`config.mk`:
```
export PLATFORM = sky130hd
export DESIGN_NAME = ubt_xcvr
export DESIGN_NICKNAME = d
export VERILOG_FILES = /design/src/rtl/ubt_pkg.sv /design/src/rtl/ubt_fall_det.sv /design/src/rtl/ubt_path.sv /design/src/rtl/ubt_xcvr.sv
export SDC_FILE = /design/constraint.sdc
export NUM_CORES = 1
export LEC_CHECK = 0
export BUFFER_PORTS_ARGS = -buffer_cell sky130_fd_sc_hd__buf_2
export CAP_MARGIN = 30
export CORE_UTILIZATION = 46
export CTS_BUF_LIST = sky130_fd_sc_hd__clkbuf_2 sky130_fd_sc_hd__clkbuf_4 sky130_fd_sc_hd__clkbuf_8
export CTS_CLUSTER_SIZE = 16
export DETAILED_ROUTE_END_ITERATION = 6
export HOLD_SLACK_MARGIN = 0.03
export PLACE_DENSITY = 0.8
export SETUP_SLACK_MARGIN = 0.05
export SYNTH_ARGS = -nofsm -noshare
export SYNTH_HDL_FRONTEND = slang
export SYNTH_SLANG_ARGS = --single-unit
export TNS_END_PERCENT = 5
```
`constraint.sdc`:
```
create_clock -name clk -period 1 [get_ports clk]
set_input_delay 0.15 -clock clk [delete_from_list [all_inputs] [get_ports clk]]
set_output_delay 0.15 -clock clk [all_outputs]
set_load 0.005 [all_outputs]
```
`src/rtl/ubt_pkg.sv`:
```
package ubt_pkg;
  parameter int unsigned UBT_W = 18;

  typedef enum logic {
    OE_ACT_LOW  = 1'b0,
    OE_ACT_HIGH = 1'b1
  } oe_pol_e;
endpackage

```
`src/rtl/ubt_fall_det.sv`:
```
module ubt_fall_det (
  input  logic clk,
  input  logic sig,
  output logic fall
);
  logic sig_q;

  always_ff @(posedge clk) begin
    sig_q <= sig;
  end

  assign fall = sig_q & ~sig;
endmodule

```
`src/rtl/ubt_path.sv`:
```
module ubt_path #(
  parameter int unsigned     W   = ubt_pkg::UBT_W,
  parameter ubt_pkg::oe_pol_e POL = ubt_pkg::OE_ACT_HIGH
) (
  input  logic         clk,
  input  logic         rst,
  input  logic [W-1:0] din,
  input  logic         le,
  input  logic         ck,
  input  logic         oe,
  output logic [W-1:0] dout,
  output logic         drive
);
  logic         fall;
  logic [W-1:0] held_q;

  ubt_fall_det u_fall (
    .clk  (clk),
    .sig  (ck),
    .fall (fall)
  );

  always_ff @(posedge clk) begin
    if (rst) begin
      held_q <= '0;
    end else if (le || fall) begin
      held_q <= din;
    end
  end

  assign dout = le ? din : held_q;

  generate
    if (POL == ubt_pkg::OE_ACT_HIGH) begin : g_oe_hi
      assign drive = oe;
    end else begin : g_oe_lo
      assign drive = ~oe;
    end
  endgenerate


  hold_stable_chk: assert property (@(posedge clk) disable iff (rst)
    (!le && !fall) |=> (le || dout == $past(dout)));


  capture_chk: assert property (@(posedge clk) disable iff (rst)
    (!le && fall) |=> (le || dout == $past(din)));


  reset_clear_chk: assert property (@(posedge clk) disable iff (rst)
    $fell(rst) |-> (le || dout == '0));
endmodule

```
`src/rtl/ubt_xcvr.sv`:
```
module ubt_xcvr #(
  parameter int unsigned W = ubt_pkg::UBT_W
) (
  input  logic         clk,
  input  logic         rst,
  input  logic [W-1:0] a_in,
  output logic [W-1:0] a_out,
  output logic         a_drive,
  input  logic [W-1:0] b_in,
  output logic [W-1:0] b_out,
  output logic         b_drive,
  input  logic         en_ab,
  input  logic         en_ba_n,
  input  logic         le_ab,
  input  logic         le_ba,
  input  logic         ck_ab,
  input  logic         ck_ba,
  output logic         contention
);
  ubt_path #(.W(W), .POL(ubt_pkg::OE_ACT_HIGH)) u_ab (
    .clk   (clk),
    .rst   (rst),
    .din   (a_in),
    .le    (le_ab),
    .ck    (ck_ab),
    .oe    (en_ab),
    .dout  (b_out),
    .drive (b_drive)
  );

  ubt_path #(.W(W), .POL(ubt_pkg::OE_ACT_LOW)) u_ba (
    .clk   (clk),
    .rst   (rst),
    .din   (b_in),
    .le    (le_ba),
    .ck    (ck_ba),
    .oe    (en_ba_n),
    .dout  (a_out),
    .drive (a_drive)
  );

  assign contention = a_drive & b_drive;


  contention_flag_chk: assert property (@(posedge clk) disable iff (rst)
    (en_ab && !en_ba_n) == contention);
endmodule

```
==> metrics.csv <==
stage,metric,value,unit
logic_synthesis,syn-num-nets,249,
power_and_ir_drop,power.total,3.45,mW
route,via_per_inst,4.93,
clock_tree,cts_made_buffers,5,
status,status,"complete, but fails checks",
final_layout,synthToLayoutAreaGrowth,26.0,%
sta,hold_violations,0,
job,drv_cap,0,
clock_tree,cts.reportedPaths.clkPinSlew,70,ps
critical_path,cp-end-kind,output pin,
global_route,grt_pass1_wl,6570,um
place,dp_cells,326,
critical_path,reg2reg_slack,60,ps
global_route,antenna_found_initial,0,
clock_tree,cts_setup_buffers,0,
status,violations,"DRC, setup timing",
clock_tree,cts_max_level,2,
route,drtPass1Iterations,6,
place,place_area,2570,sq um
power_and_ir_drop,power_switching,0.836,mW
logic_synthesis,synth_warnings,0,
sta,rsz0062_at_grt,true,
logic_synthesis,yosysSeqAreaShare,0.351,
place,post-place-ws,-215,ps
power_and_ir_drop,pwr-share-seq,0.490,
critical_path,critical_path_class,register to output pin,
floorplanning,die_h,70.6,um
logic_synthesis,synth_cell_type_count,12,
sta,max_slew_margin,0.820,
route,wirelength,4000,um
sta,setup_viol,36,
place,dp_hpwl,2780,um
final_layout,stdcell_count,335,
floorplanning,core_area,4440,sq um
power_and_ir_drop,leakage,1.26,nW
route,drt_iter0_markers,58,
hold_path,hold_path_class,input port to register,
sta,finalCriticalPeriod,1140,ps
route,ant_nets,0,
logic_synthesis,syn_area_per_cell,10.6,sq um
critical_path,crit_path_start_kind,register,
route,wl_per_cell,11.9,um
global_route,grt_start_max_net_pins,73,
global_route,grt_pass1_vias,1549,
critical_path,critical_path_arrival,990,ps
sta,final.setup_skew,1.65,ps
critical_path,cp_max_fo,2,
final_layout,design_area,2730,sq um
route,drc,8,
hold_path,hold_depth,3,
floorplanning,dieArea,4990,sq um
logic_synthesis,syn-instance-count,205,
floorplanning,num_io_pins,83,
sta,worst_pin_slew,270,ps
floorplanning,die_w,70.6,um
final_layout,drive_gt1_frac,0.558,
sta,period_share,1.14,
clock_tree,clkSinkCount,38,
floorplanning,num_rows,24,
global_route,grt_usage,0.164,
final_layout,multi_input_area,1260,sq um
logic_synthesis,synth_area_leaders,"dfxtp_1 35%, nand2b_1 21%, mux2_2 19%, mux2i_1 17%, buf_6 2.1%",
final_layout,diodes,0,
logic_synthesis,synth_top_cell_by_area,dfxtp_1,
power_and_ir_drop,power_density,1260,nW/um^2
clock_tree,cts_tree,done,
critical_path,required,850,ps
critical_path,rr_worst_depth,3,
final_layout,seq_area,795,sq um
clock_tree,insertion_delay,280,ps
place,place_congestion,0.705,
power_and_ir_drop,power_frac_comb,0.214,
clock_tree,cts_root_buf,clkbuf_8,
power_and_ir_drop,internal_power,2.61,mW
logic_synthesis,ys_ff_latch,38,
final_layout,nets,327,
power_and_ir_drop,clock_power_share,0.296,
power_and_ir_drop,ir_worst_vdd,0.000692,V
floorplanning,start_util,0.487,
global_route,grt_overflow,0,
logic_synthesis,synth_area,2170,sq um
sta,setup_slack,-138,ps
clock_tree,cts_max_path_buffers,2,
sta,fmax,878,MHz
route,vias,1650,
sta,drv_slew,0,
power_and_ir_drop,netSwitchingFraction,0.242,
final_layout,utilization,0.614,
final_layout,fillers,391,
logic_synthesis,synth_top_area_frac,0.351,
place,io_buffer_count,82,
[state kept, by name, indices dropped and copies added (netlist names)]
name,cells
u_ba.held_q,18
u_ab.u_fall.sig_q,1
u_ba.u_fall.sig_q,1
u_ab.held_q,18
[cell usage in the layout, fill, tap and decap left out, drive strengths merged]
master       count
buf             86
nand2b          72
dfxtp           38
mux2i           36
mux2            36
clkbuf           7
inv              3
a21oi            2
dlygate4sd3      2
nor2b            1
[path summary, 6_finish.rpt]
path / from / end
max: u_ba.held_q[5] / a_out[5]
min: b_in[3] / u_ba.held_q[3]
max reg2reg: u_ba.u_fall.sig_q / u_ba.held_q[13]
min reg2reg: u_ba.held_q[3] / u_ba.held_q[3]
[per-stage QoR]
step           hold WS (ps)  TNS, ps
2_1_floorplan           178        0
3_3_place_gp            268   -10000
3_5_place_dp            271   -11410
4_1_cts                 117    -4730
5_1_grt                 121    -5560
6_report                121    -4270
[power groups by stage]
stage | Combinational (mW) | Clock, mW | Sequential (mW)
3_5_place_dp | 0.723 | 0 | 1.71
5_1_grt | 0.806 | 1.12 | 1.70
2_1_floorplan | 0.484 | 0 | 1.69
6_report | 0.737 | 1.02 | 1.69
4_1_cts | 0.736 | 1.06 | 1.68
3_3_place_gp | 0.706 | 0 | 1.71
[synthesized netlist by cell type]
cell type  count
buf_4          3
buf_2          1
buf_6          4
a21oi_4        2
clkbuf_1       7
dfxtp_1       38
nand2b_1      72
mux2_2        36
buf_12         2
mux2i_1       36
nor2b_1        1
inv_1          3
[logic make-up after synthesis]
family          after synthesis  synth area share
compound gates                2            0.0150
simple gates                 73             0.211
buf+inv                      20            0.0693
flops                        38             0.351
mux                          72             0.354
[worst max-delay path, stage by stage (launching register included)]
cell and delay (ps):
dfxtp_2 330, mux2_2 260, buf_2 130
[layout make-up]
class,instances,share of cell area
multi-input combinational,147,0.461
clock buffer,7,0.0307
sequential,38,0.291
inverter,3,0.00413
timing repair buffer,88,0.189
tap,52,0.0238
[metal layers]
metal	track usage	part of all wire	vias to the layer above	routed length, um
li1	-	-	829	-
met1	0.187	0.43	769	1740
met2	0.296	0.50	42	2020
met3	0.0256	0.036	10	146
met4	0.0867	0.023	0	94
met5	0	0	-	0
[timing repair]
| action | in CTS | in global routing |
|---|---|---|
| pin swaps | 1 | 1 |
| hold buffers | 2 | 0 |
| setup endpoints to repair | 38 | 60 |
| resized for setup | 8 | 24 |
| hold endpoints to repair | 2 | 0 |
No activity file was read; power rests on OpenSTA's default activity.
